<file path="src/rtl/exc_entry_pkg.sv">
package exc_entry_pkg;

    localparam int REG_W   = 32;
    localparam int CODE_W  = 5;
    localparam int CE_W    = 2;
    localparam int SET_W   = 4;
    localparam int ASID_W  = 8;
    localparam int VPN2_W  = 19;
    localparam int VPN2X_W = 2;
    localparam int SEL_W   = 3;
    localparam int KIND_W  = 4;

    // Mode word bits
    localparam int MODE_EXL = 1;
    localparam int MODE_BEV = 22;
    localparam int MODE_CU1 = 29;

    // Cause word fields
    localparam int CAUSE_CODE_LO = 2;
    localparam int CAUSE_IV      = 23;
    localparam int CAUSE_CE_LO   = 28;
    localparam int CAUSE_BD      = 31;

    // Register-set control fields
    localparam int SET_CUR_LO  = 0;
    localparam int SET_PREV_LO = 6;
    localparam int SET_EXC_LO  = 12;

    // Translation tag and context fields
    localparam int TAG_ASID_LO  = 0;
    localparam int TAG_VPN2X_LO = 11;
    localparam int TAG_VPN2_LO  = 13;
    localparam int CTX_VPN2_LO  = 4;

    typedef enum logic [KIND_W-1:0] {
        K_IRQ       = 4'd0,
        K_TLB_MOD   = 4'd1,
        K_REFILL_LD = 4'd2,
        K_REFILL_ST = 4'd3,
        K_ADDR_LD   = 4'd4,
        K_ADDR_ST   = 4'd5,
        K_INVAL_LD  = 4'd6,
        K_INVAL_ST  = 4'd7,
        K_SYSCALL   = 4'd8,
        K_BREAK     = 4'd9,
        K_RESV      = 4'd10,
        K_COP       = 4'd11,
        K_OVF       = 4'd12,
        K_TRAP      = 4'd13,
        K_SPARE0    = 4'd14,
        K_SPARE1    = 4'd15
    } fault_kind_e;

    typedef enum logic [SEL_W-1:0] {
        SEL_MODE    = 3'd0,
        SEL_CAUSE   = 3'd1,
        SEL_RETPC   = 3'd2,
        SEL_SETCTL  = 3'd3,
        SEL_BADADDR = 3'd4,
        SEL_TAG     = 3'd5,
        SEL_CTX     = 3'd6,
        SEL_VBASE   = 3'd7
    } reg_sel_e;

    typedef enum logic [1:0] {
        ST_BOOT   = 2'd0,
        ST_IDLE   = 2'd1,
        ST_SETTLE = 2'd2
    } entry_state_e;

    typedef struct packed {
        logic [CODE_W-1:0] code;
        logic              load_addr;
        logic              load_tag;
        logic              refill;
        logic              use_cop;
        logic              irq;
        logic              ovf;
    } fault_attr_t;

endpackage

</file>
<file path="src/rtl/exc_classify.sv">
module exc_classify
    import exc_entry_pkg::*;
(
    input  fault_kind_e kind,
    output fault_attr_t attr
);

    always_comb begin
        attr = '0;
        unique case (kind)
            K_IRQ: begin
                attr.code = 5'd0;
                attr.irq  = 1'b1;
            end
            K_TLB_MOD: begin
                attr.code      = 5'd1;
                attr.load_addr = 1'b1;
                attr.load_tag  = 1'b1;
            end
            K_REFILL_LD: begin
                attr.code      = 5'd2;
                attr.load_addr = 1'b1;
                attr.load_tag  = 1'b1;
                attr.refill    = 1'b1;
            end
            K_REFILL_ST: begin
                attr.code      = 5'd3;
                attr.load_addr = 1'b1;
                attr.load_tag  = 1'b1;
                attr.refill    = 1'b1;
            end
            K_ADDR_LD: begin
                attr.code      = 5'd4;
                attr.load_addr = 1'b1;
            end
            K_ADDR_ST: begin
                attr.code      = 5'd5;
                attr.load_addr = 1'b1;
            end
            K_INVAL_LD: begin
                attr.code      = 5'd2;
                attr.load_addr = 1'b1;
                attr.load_tag  = 1'b1;
            end
            K_INVAL_ST: begin
                attr.code      = 5'd3;
                attr.load_addr = 1'b1;
                attr.load_tag  = 1'b1;
            end
            K_SYSCALL: attr.code = 5'd8;
            K_BREAK:   attr.code = 5'd9;
            K_COP: begin
                attr.code    = 5'd11;
                attr.use_cop = 1'b1;
            end
            K_OVF: begin
                attr.code = 5'd12;
                attr.ovf  = 1'b1;
            end
            K_TRAP:    attr.code = 5'd13;
            default:   attr.code = 5'd10;
        endcase
    end

endmodule

</file>
<file path="src/rtl/exc_vector_sel.sv">
module exc_vector_sel
    import exc_entry_pkg::*;
#(
    parameter logic [REG_W-1:0] OVF_BOOT_PC = 32'hBFC0_0200,
    parameter logic [REG_W-1:0] GEN_OFF     = 32'h0000_0180,
    parameter logic [REG_W-1:0] IRQ_OFF     = 32'h0000_0200,
    parameter logic [REG_W-1:0] REFILL_OFF  = 32'h0000_0000
) (
    input  fault_attr_t       attr,
    input  logic [REG_W-1:0]  vbase,
    input  logic              lvl_before,
    input  logic              boot_vec,
    input  logic              irq_vec_en,
    output logic [REG_W-1:0]  handler
);

    logic [REG_W-1:0] offset;

    always_comb begin
        if (attr.refill && !lvl_before) begin
            offset = REFILL_OFF;
        end else if (attr.irq && irq_vec_en) begin
            offset = IRQ_OFF;
        end else begin
            offset = GEN_OFF;
        end
        if (attr.ovf && boot_vec) begin
            handler = OVF_BOOT_PC;
        end else begin
            handler = vbase + offset;
        end
    end

endmodule

</file>
<file path="src/rtl/exc_sysregs.sv">
module exc_sysregs
    import exc_entry_pkg::*;
#(
    parameter logic [REG_W-1:0] VBASE_RST  = 32'h8000_0000,
    parameter logic [REG_W-1:0] BOOT_PC    = 32'hBFC0_0000,
    parameter int               INSN_BYTES = 4,
    parameter int               FETCH_N    = 3
) (
    input  logic                      clk,
    input  logic                      rst_n,
    input  logic                      commit,
    input  fault_attr_t               attr,
    input  logic [REG_W-1:0]          handler,
    input  logic [REG_W-1:0]          flt_pc,
    input  logic [REG_W-1:0]          flt_npc,
    input  logic [REG_W-1:0]          flt_vaddr,
    input  logic [ASID_W-1:0]         flt_asid,
    input  logic [VPN2_W-1:0]         flt_vpn2,
    input  logic [VPN2X_W-1:0]        flt_vpn2x,
    input  logic [CE_W-1:0]           flt_cop,
    input  logic                      ld_go,
    input  reg_sel_e                  ld_sel,
    input  logic [REG_W-1:0]          ld_data,
    output logic [REG_W-1:0]          mode_q,
    output logic [REG_W-1:0]          cause_q,
    output logic [REG_W-1:0]          retpc_q,
    output logic [REG_W-1:0]          setctl_q,
    output logic [REG_W-1:0]          badaddr_q,
    output logic [REG_W-1:0]          tag_q,
    output logic [REG_W-1:0]          ctx_q,
    output logic [REG_W-1:0]          vbase_q,
    output logic [FETCH_N-1:0][REG_W-1:0] fetch_q
);

    localparam logic [REG_W-1:0] STEP     = REG_W'(INSN_BYTES);
    localparam logic [REG_W-1:0] MODE_RST = REG_W'(1) << MODE_CU1;

    logic             in_slot;
    logic [REG_W-1:0] mode_nx, cause_nx, retpc_nx, setctl_nx;
    logic [REG_W-1:0] badaddr_nx, tag_nx, ctx_nx;

    assign in_slot = (flt_npc != (flt_pc + STEP));

    always_comb begin
        mode_nx           = mode_q;
        mode_nx[MODE_EXL] = 1'b1;

        cause_nx                              = cause_q;
        cause_nx[CAUSE_BD]                    = in_slot;
        cause_nx[CAUSE_CE_LO +: CE_W]         = attr.use_cop ? flt_cop : '0;
        cause_nx[CAUSE_CODE_LO +: CODE_W]     = attr.code;

        retpc_nx = in_slot ? (flt_pc - STEP) : flt_pc;

        setctl_nx = setctl_q;
        if (!mode_q[MODE_EXL] && !mode_q[MODE_BEV]) begin
            setctl_nx[SET_PREV_LO +: SET_W] = setctl_q[SET_CUR_LO +: SET_W];
            setctl_nx[SET_CUR_LO +: SET_W]  = setctl_q[SET_EXC_LO +: SET_W];
        end

        badaddr_nx = attr.load_addr ? flt_vaddr : badaddr_q;

        tag_nx = tag_q;
        ctx_nx = ctx_q;
        if (attr.load_tag) begin
            tag_nx[TAG_ASID_LO +: ASID_W]   = flt_asid;
            tag_nx[TAG_VPN2X_LO +: VPN2X_W] = flt_vpn2x;
            tag_nx[TAG_VPN2_LO +: VPN2_W]   = flt_vpn2;
            ctx_nx[CTX_VPN2_LO +: VPN2_W]   = flt_vpn2;
        end
    end

    always_ff @(posedge clk) begin
        if (!rst_n) begin
            mode_q    <= MODE_RST;
            cause_q   <= '0;
            retpc_q   <= '0;
            setctl_q  <= '0;
            badaddr_q <= '0;
            tag_q     <= '0;
            ctx_q     <= '0;
            vbase_q   <= VBASE_RST;
        end else if (commit) begin
            mode_q    <= mode_nx;
            cause_q   <= cause_nx;
            retpc_q   <= retpc_nx;
            setctl_q  <= setctl_nx;
            badaddr_q <= badaddr_nx;
            tag_q     <= tag_nx;
            ctx_q     <= ctx_nx;
        end else if (ld_go) begin
            unique case (ld_sel)
                SEL_MODE:    mode_q    <= ld_data;
                SEL_CAUSE:   cause_q   <= ld_data;
                SEL_RETPC:   retpc_q   <= ld_data;
                SEL_SETCTL:  setctl_q  <= ld_data;
                SEL_BADADDR: badaddr_q <= ld_data;
                SEL_TAG:     tag_q     <= ld_data;
                SEL_CTX:     ctx_q     <= ld_data;
                SEL_VBASE:   vbase_q   <= ld_data;
                default:     vbase_q   <= vbase_q;
            endcase
        end
    end

    // One register per redirected fetch slot, each a fixed step apart.
    for (genvar gi = 0; gi < FETCH_N; gi++) begin : g_fetch
        localparam logic [REG_W-1:0] SLOT_OFF = REG_W'(gi * INSN_BYTES);
        logic [REG_W-1:0] slot_q;
        always_ff @(posedge clk) begin
            if (!rst_n) begin
                slot_q <= BOOT_PC + SLOT_OFF;
            end else if (commit) begin
                slot_q <= handler + SLOT_OFF;
            end
        end
        assign fetch_q[gi] = slot_q;
    end

endmodule

</file>
<file path="src/rtl/exc_entry_ctrl.sv">
module exc_entry_ctrl
    import exc_entry_pkg::*;
#(
    parameter logic [31:0] VBASE_RST   = 32'h8000_0000,
    parameter logic [31:0] BOOT_PC     = 32'hBFC0_0000,
    parameter logic [31:0] OVF_BOOT_PC = 32'hBFC0_0200,
    parameter logic [31:0] GEN_OFF     = 32'h0000_0180,
    parameter logic [31:0] IRQ_OFF     = 32'h0000_0200,
    parameter logic [31:0] REFILL_OFF  = 32'h0000_0000,
    parameter int          INSN_BYTES  = 4
) (
    input  logic        clk,
    input  logic        rst_n,
    input  logic        flt_valid,
    output logic        flt_ready,
    input  logic [3:0]  flt_kind,
    input  logic [31:0] flt_pc,
    input  logic [31:0] flt_npc,
    input  logic [31:0] flt_vaddr,
    input  logic [7:0]  flt_asid,
    input  logic [18:0] flt_vpn2,
    input  logic [1:0]  flt_vpn2x,
    input  logic [1:0]  flt_cop,
    input  logic        ld_en,
    input  logic [2:0]  ld_sel,
    input  logic [31:0] ld_data,
    output logic [31:0] mode_q,
    output logic [31:0] cause_q,
    output logic [31:0] retpc_q,
    output logic [31:0] setctl_q,
    output logic [31:0] badaddr_q,
    output logic [31:0] tag_q,
    output logic [31:0] ctx_q,
    output logic [31:0] vbase_q,
    output logic [31:0] fetch_pc,
    output logic [31:0] fetch_npc,
    output logic [31:0] fetch_nnpc,
    output logic        redirect
);

    localparam int FETCH_N = 3;

    entry_state_e state_q, state_nx;
    logic         accept;
    logic         ld_go;
    fault_attr_t  attr;
    logic [REG_W-1:0] handler;
    logic [FETCH_N-1:0][REG_W-1:0] fetch_q;

    // State register
    always_ff @(posedge clk) begin
        if (!rst_n) begin
            state_q <= ST_BOOT;
        end else begin
            state_q <= state_nx;
        end
    end

    // Next state and outputs
    always_comb begin
        state_nx  = state_q;
        flt_ready = 1'b0;
        redirect  = 1'b0;
        unique case (state_q)
            ST_BOOT: begin
                state_nx = ST_IDLE;
            end
            ST_IDLE: begin
                flt_ready = 1'b1;
                if (flt_valid) begin
                    state_nx = ST_SETTLE;
                end
            end
            ST_SETTLE: begin
                redirect = 1'b1;
                state_nx = ST_IDLE;
            end
            default: begin
                state_nx = ST_BOOT;
            end
        endcase
    end

    assign accept = flt_valid && flt_ready;
    assign ld_go  = ld_en && (state_q != ST_BOOT) && !accept;

    exc_classify u_classify (
        .kind (fault_kind_e'(flt_kind)),
        .attr (attr)
    );

    exc_vector_sel #(
        .OVF_BOOT_PC (OVF_BOOT_PC),
        .GEN_OFF     (GEN_OFF),
        .IRQ_OFF     (IRQ_OFF),
        .REFILL_OFF  (REFILL_OFF)
    ) u_vector (
        .attr       (attr),
        .vbase      (vbase_q),
        .lvl_before (mode_q[MODE_EXL]),
        .boot_vec   (mode_q[MODE_BEV]),
        .irq_vec_en (cause_q[CAUSE_IV]),
        .handler    (handler)
    );

    exc_sysregs #(
        .VBASE_RST  (VBASE_RST),
        .BOOT_PC    (BOOT_PC),
        .INSN_BYTES (INSN_BYTES),
        .FETCH_N    (FETCH_N)
    ) u_regs (
        .clk       (clk),
        .rst_n     (rst_n),
        .commit    (accept),
        .attr      (attr),
        .handler   (handler),
        .flt_pc    (flt_pc),
        .flt_npc   (flt_npc),
        .flt_vaddr (flt_vaddr),
        .flt_asid  (flt_asid),
        .flt_vpn2  (flt_vpn2),
        .flt_vpn2x (flt_vpn2x),
        .flt_cop   (flt_cop),
        .ld_go     (ld_go),
        .ld_sel    (reg_sel_e'(ld_sel)),
        .ld_data   (ld_data),
        .mode_q    (mode_q),
        .cause_q   (cause_q),
        .retpc_q   (retpc_q),
        .setctl_q  (setctl_q),
        .badaddr_q (badaddr_q),
        .tag_q     (tag_q),
        .ctx_q     (ctx_q),
        .vbase_q   (vbase_q),
        .fetch_q   (fetch_q)
    );

    assign fetch_pc   = fetch_q[0];
    assign fetch_npc  = fetch_q[1];
    assign fetch_nnpc = fetch_q[2];

endmodule

</file>
<file path="config.mk">
export PLATFORM = sky130hd
export DESIGN_NAME = exc_entry_ctrl
export DESIGN_NICKNAME = d
export VERILOG_FILES = /design/src/rtl/exc_entry_pkg.sv /design/src/rtl/exc_classify.sv /design/src/rtl/exc_vector_sel.sv /design/src/rtl/exc_sysregs.sv /design/src/rtl/exc_entry_ctrl.sv
export SDC_FILE = /design/constraint.sdc
export NUM_CORES = 1
export LEC_CHECK = 0
export BUFFER_PORTS_ARGS = -buffer_cell sky130_fd_sc_hd__buf_2
export CAP_MARGIN = 20
export CORE_UTILIZATION = 38
export CTS_CLUSTER_SIZE = 20
export DETAILED_ROUTE_END_ITERATION = 16
export MAX_ROUTING_LAYER = met4
export SKIP_CTS_REPAIR_TIMING = 1
export SYNTH_ARGS = -nofsm -noshare
export SYNTH_HDL_FRONTEND = slang
export SYNTH_HIERARCHICAL = 1
export SYNTH_SLANG_ARGS = --single-unit
</file>
<file path="constraint.sdc">
create_clock -name clk -period 11.2 [get_ports clk]
set_input_delay 2.24 -clock clk [delete_from_list [all_inputs] [get_ports clk]]
set_output_delay 2.24 -clock clk [all_outputs]
set_load 0.05 [all_outputs]
</file>
# Yosys cells after proc, flatten, opt, wreduce, memory -nomap -nowiden
# Index checks and enable logic that the tools add are counted.
[totals]
ff_bits = 354
input_bits = 170
out_inout_bits = 354
word_cells = 133
[classes]
n_addsub = 5
eq_ne = 26
n_mux = 43
bitwise = 1
reduce_logical = 41
[op_table]
columns = ["cell", "n"]
rows = [
  ["$mux 32", 16],
  ["$mux 23", 3],
  ["$add 32x3->32 const B", 2],
  ["$pmux 4 s11", 1],
  ["$mux 10", 4],
  ["$add 32x32->32", 1],
  ["$add 32x4->32 const B", 1],
  ["$ne 32x32->1", 1],
  ["$sub 32x3->32 const B", 1],
  ["$reduce_and 3->1", 10],
  ["$mux 21", 1],
  ["$eq 4x4->1 const B", 5],
  ["$mux 19", 1],
  ["$reduce_bool 2->1", 9],
  ["$eq 4x3->1 const B", 4],
  ["$eq 3x3->1 const B", 4],
  ["$mux 2", 5],
  ["$eq 4x2->1 const B", 2],
  ["$mux 1", 8],
  ["$mux 4", 2],
  ["$mux 8", 1],
  ["$reduce_or 2->1", 4],
  ["$logic_and 1x1->1", 7],
  ["$reduce_or 7->1", 1],
  ["15 further kinds", 22],
]

# Depth between registers and ports, before layout
[depth]
ltp_word = 8
depth_mapped = 21
ltp_nobuf = 19

# Hierarchy
# The synthesis kept the hierarchy.
[modules_own_cells]
columns = ["module", "n_inst", "cells_each", "area_each_um2", "seq_area_each_um2"]
rows = [
  ["exc_sysregs", 1, 1922, 15711.3, 6946.7],
  ["exc_vector_sel", 1, 121, 752.0, 0.0],
  ["exc_entry_ctrl", 1, 10, 93.8, 40.0],
  ["exc_classify", 1, 17, 87.6, 0.0],
]

# Worst setup path before layout
# No wires, ideal clock.
[synth_timing]
path_type = "input to register"
from = "in flt_kind[0]"
to = "reg u_regs.g_fetch[1].slot_q[31]"
setup_ns = 0.106
arrival_time_ns = 5.872
required_ns = 11.094
slack_ns = 5.222
path_stages = 17
path_buffers = 1
path_cell_list = "nor4_1 -> a21oi_1 -> ha_1 -> fa_1 -> a21o_1 -> nand2_1 -> xor2_1 -> nor2_1 -> clkbuf_1 -> nand2_1 -> nor4_1 -> nand4_1 -> nor2_1 -> nand3_1 -> nor2_1 -> a21oi_1 -> o311ai_0"
[synth_via]
elab_chain_len = 8
elab_cells_between_ends = 16
classes_between = "2 x add/sub; 3 x eq/ne; 6 x mux; 5 x reduce/logical"
[synth_lines]
columns = ["item", "line_no", "rtl"]
rows = [
  ["from (decl)", "exc_entry_ctrl.sv:16", "input logic [3:0] flt_kind,"],
  ["$eq 4x2->1 or $logic_not 4->1 (tied branches)", "exc_classify.sv:10", "unique case (kind)"],
  ["$reduce_or 2->1 (no source line) or $mux 1 (tied branches)", "n/a", ""],
  ["$mux 1 or $logic_and 1x1->1 (tied branches)", "exc_classify.sv:10, exc_vector_sel.sv:22", ""],
  ["$logic_and 1x1->1 or $mux 10 (tied branches)", "exc_vector_sel.sv:20, exc_vector_sel.sv:22", ""],
  ["$mux 32", "exc_vector_sel.sv:20", "if (attr.refill && !lvl_before) begin"],
  ["$add 32x32->32", "exc_vector_sel.sv:30", "handler = vbase + offset;"],
  ["$mux 32 *", "exc_vector_sel.sv:27", "if (attr.ovf && boot_vec) begin"],
  ["via handler[11]", "exc_entry_ctrl.sv:47", "logic [REG_W-1:0] handler;"],
  ["$add 32x3->32 *", "exc_sysregs.sv:114", "slot_q <= handler + SLOT_OFF;"],
  ["to (signal assigned)", "exc_sysregs.sv:112", "slot_q <= BOOT_PC + SLOT_OFF;"],
  ["to (signal assigned)", "exc_sysregs.sv:114", ""],
  ["to (decl)", "exc_sysregs.sv:109", "logic [REG_W-1:0] slot_q;"],
]
# Mark *: on every way through the listed nets, which the timed path passes. The rest lies on a longest branch.
# A chain may end at the register's enable or synchronous reset.

==> impl_metrics.json <==
{
  "antenna_found_initial": 7,
  "detail-route-antenna-nets": 0,
  "final_common_cell": "buf_2",
  "num_rows": 76,
  "via_per_inst": 5.44,
  "crit_fanout": 10,
  "most-common-layout-cells": "buf_2 (523), nand2_1 (401), dfxtp_1 (349), a21oi_1 (234), nor2_1 (154)",
  "areaGrowthSynthToFinish_pct": 25.2,
  "ios": 524,
  "grt_pass1_wl_um": 98200,
  "synth.distinct_cells": 73,
  "grt_pass1_vias": 15300,
  "critPathTopFamily": "simple AND/OR/NAND/NOR gates",
  "critPathArrivalTime_ns": 6.81,
  "hp-class": "reg2reg",
  "maxCapViolCount": 0,
  "worstPathCellList": "buf_2 -> nor4_1 -> a21oi_1 -> ha_1 -> fa_1 -> a21o_1 -> and3_1 -> xnor2_1 -> nor2_1 -> nand4_1 -> nor2_1 -> nand4_1 -> nor2_1 -> nand3_1 -> nor2_1 -> a21oi_1 -> o311ai_0",
  "async_flop_share_pct": 0,
  "dp_cells": 3007,
  "overflow": 0,
  "tns_ns": 0,
  "fin_crit_ns": 6.37,
  "fill_cells": 4355,
  "wirelength_um": 68200,
  "die_y_um": 211,
  "fin_cells": 3090,
  "outcome": "complete, no violations",
  "numPortBuffers": 523,
  "numCtsBuffers": 40,
  "multiInputGateArea_sq_um": 8900,
  "drt_pass1_iterations": 6,
  "ys.flop_type": "dfxtp_1",
  "gp_congestion": 0.917,
  "h-tree-depth": 2,
  "p_leak_nw": 8.42,
  "worst-endpoint-required_ns": 11.63,
  "syn_nets": 2248,
  "fin_area_sq_um": 20800,
  "dr_total_vias": 16800,
  "syn_area_per_cell_sq_um": 8.04,
  "nets": 2643,
  "fin_skew_ns": 0.0184,
  "numClockSinks": 349,
  "cts_tree": "yes",
  "drive_above_1_share_pct": 26.7,
  "drtIter0Drc": 1586,
  "cts_buffer_depth": 3,
  "post-route-util_pct": 48.3,
  "setup_viol": 0,
  "clk-insertion-delay-late_ns": 0.57,
  "place_area_sq_um": 19400,
  "peakVddDrop_uv": 90.6,
  "cpMostUsedCell": "nor2_1",
  "drc": 0,
  "fmax_mhz": 157,
  "grt_max_degree": 182,
  "worst_slack_ns": 4.83,
  "worst_setup_path_end_kind": "flip-flop",
  "dpl.hpwl_um": 47700,
  "path_clk_slew_ns": 0.06,
  "syn_inst": 2070,
  "max_stage_delay_ns": 0.41,
  "path_buf_inv": 1,
  "cts_root_buffer": "clkbuf_16",
  "hold_viol": 0,
  "die_w_um": 211,
  "netlist_area_sq_um": 16600,
  "p_per_area_nw_per_um2": 150,
  "slew_violations": 0,
  "total_power_mw": 3.13,
  "grt_use_total_pct": 30.1,
  "crit_slowest_cell": "fa_1",
  "worstMarginPinSlew_ns": 1.13,
  "ys_seq_elements": 349,
  "post-route-period-util_pct": 56.9,
  "wl_per_cell_um": 22.1,
  "r2r_slack_ns": 6.45,
  "max_slew_margin_pct": 24.8,
  "fp.dieArea_sq_um": 44600,
  "synth_edf_count": 0,
  "dp_worst_setup_slack_ns": 4.35,
  "critPathLaunchType": "input port",
  "regArea_sq_um": 6990,
  "coreArea_sq_um": 43200,
  "yosys_warnings": 6,
  "holdWs_ns": 0.446,
  "yosysSeqAreaShare_pct": 42.0,
  "criticalPathCategory": "in2reg",
  "rsz0062_at_grt": "false",
  "start_util_pct": 38.6
}
## cell usage after synthesis (27+ instances only)
| cell type | number | area, sq um |
|---|---|---|
| a22oi_1 | 48 | 360 |
| mux2_2 | 27 | 304 |
| xor2_1 | 43 | 377 |
| a21oi_1 | 234 | 1170 |
| clkbuf_1 | 164 | 616 |
| nand3_1 | 41 | 205 |
| nand2_1 | 401 | 1510 |
| nor2_1 | 157 | 589 |
| a211oi_1 | 80 | 601 |
| xnor2_1 | 75 | 657 |
| dfxtp_1 | 349 | 6990 |
| nand4_1 | 30 | 188 |
| o21ai_0 | 87 | 435 |
| mux2i_1 | 91 | 911 |
## state kept, by name (all words and copies together) (netlist names)
| register | flops |
|---|---|
| u_regs/tag_q | 32 |
| u_regs/setctl_q | 32 |
| u_regs/mode_q | 32 |
| u_regs/retpc_q | 32 |
| u_regs/ctx_q | 32 |
| state_q | 2 |
| u_regs/vbase_q | 32 |
| u_regs/cause_q | 32 |
| u_regs/badaddr_q | 32 |
| u_regs/g_fetch.slot_q | 91 |
## worst reg2reg max path: stages, from the launching register on
cell and delay (ns):
dfxtp_1 0.49, nor2b_1 0.11, a21oi_1 0.38, ha_1 0.28
nand3_1 0.21, a211o_1 0.41, or3_1 0.33, a21oi_1 0.43
nand4_1 0.25, nor2_1 0.30, nand4_1 0.23, nor2_1 0.30
nand3_1 0.18, nor2_1 0.28, a21oi_1 0.10, o311ai_0 0.36
## report_power, final
part / switching, mW / leakage (nW) / internal, mW
Combinational: 0.357 / 4.93 / 0.123
Clock: 0.560 / 0.658 / 0.783
Sequential: 0.0254 / 2.84 / 1.29
Total: 0.943 / 8.42 / 2.19
## cell families after synthesis
| logic type | Yosys count | share of synthesized area, % |
|---|---|---|
| DFF | 349 | 42.0 |
| buffers and inverters | 207 | 4.98 |
| muxes | 118 | 7.30 |
| and+or+nand+nor | 786 | 21.7 |
| xor gates and xnor gates | 118 | 6.21 |
| AOI/OAI and AO/OA | 483 | 17.1 |
| adders and majority gates | 8 | 0.646 |
| other | 1 | 0.0225 |
## metal layers
layer | GRT usage, % | wire, um | up-vias
met5 | - | 0 | -
met4 | 11.5 | 2530 | 0
met3 | 7.31 | 5580 | 129
met2 | 48.7 | 32300 | 699
met1 | 36.1 | 27700 | 8033
li1 | - | - | 7944
## layout make-up
cell class	count	share of cell area, %
multi-input combinational	1514	42.7
sequential	349	33.5
timing repair buffer	543	13.4
clock buffer	56	5.43
tap	585	3.51
clock inverter	17	0.979
inverter	17	0.342
antenna	9	0.108
## path summary, 6_finish.rpt
kind / from / end / depth (start not counted)
worst max-delay path: flt_kind[0] / u_regs/g_fetch[1].slot_q[31] / 17
worst min-delay path: u_regs/tag_q[19] / u_regs/tag_q[19] / 2
worst max register to register: u_regs/mode_q[1] / u_regs/g_fetch[1].slot_q[31] / 15
worst min register to register: u_regs/tag_q[19] / u_regs/tag_q[19] / 2
(Power assumes the default switching activity.)
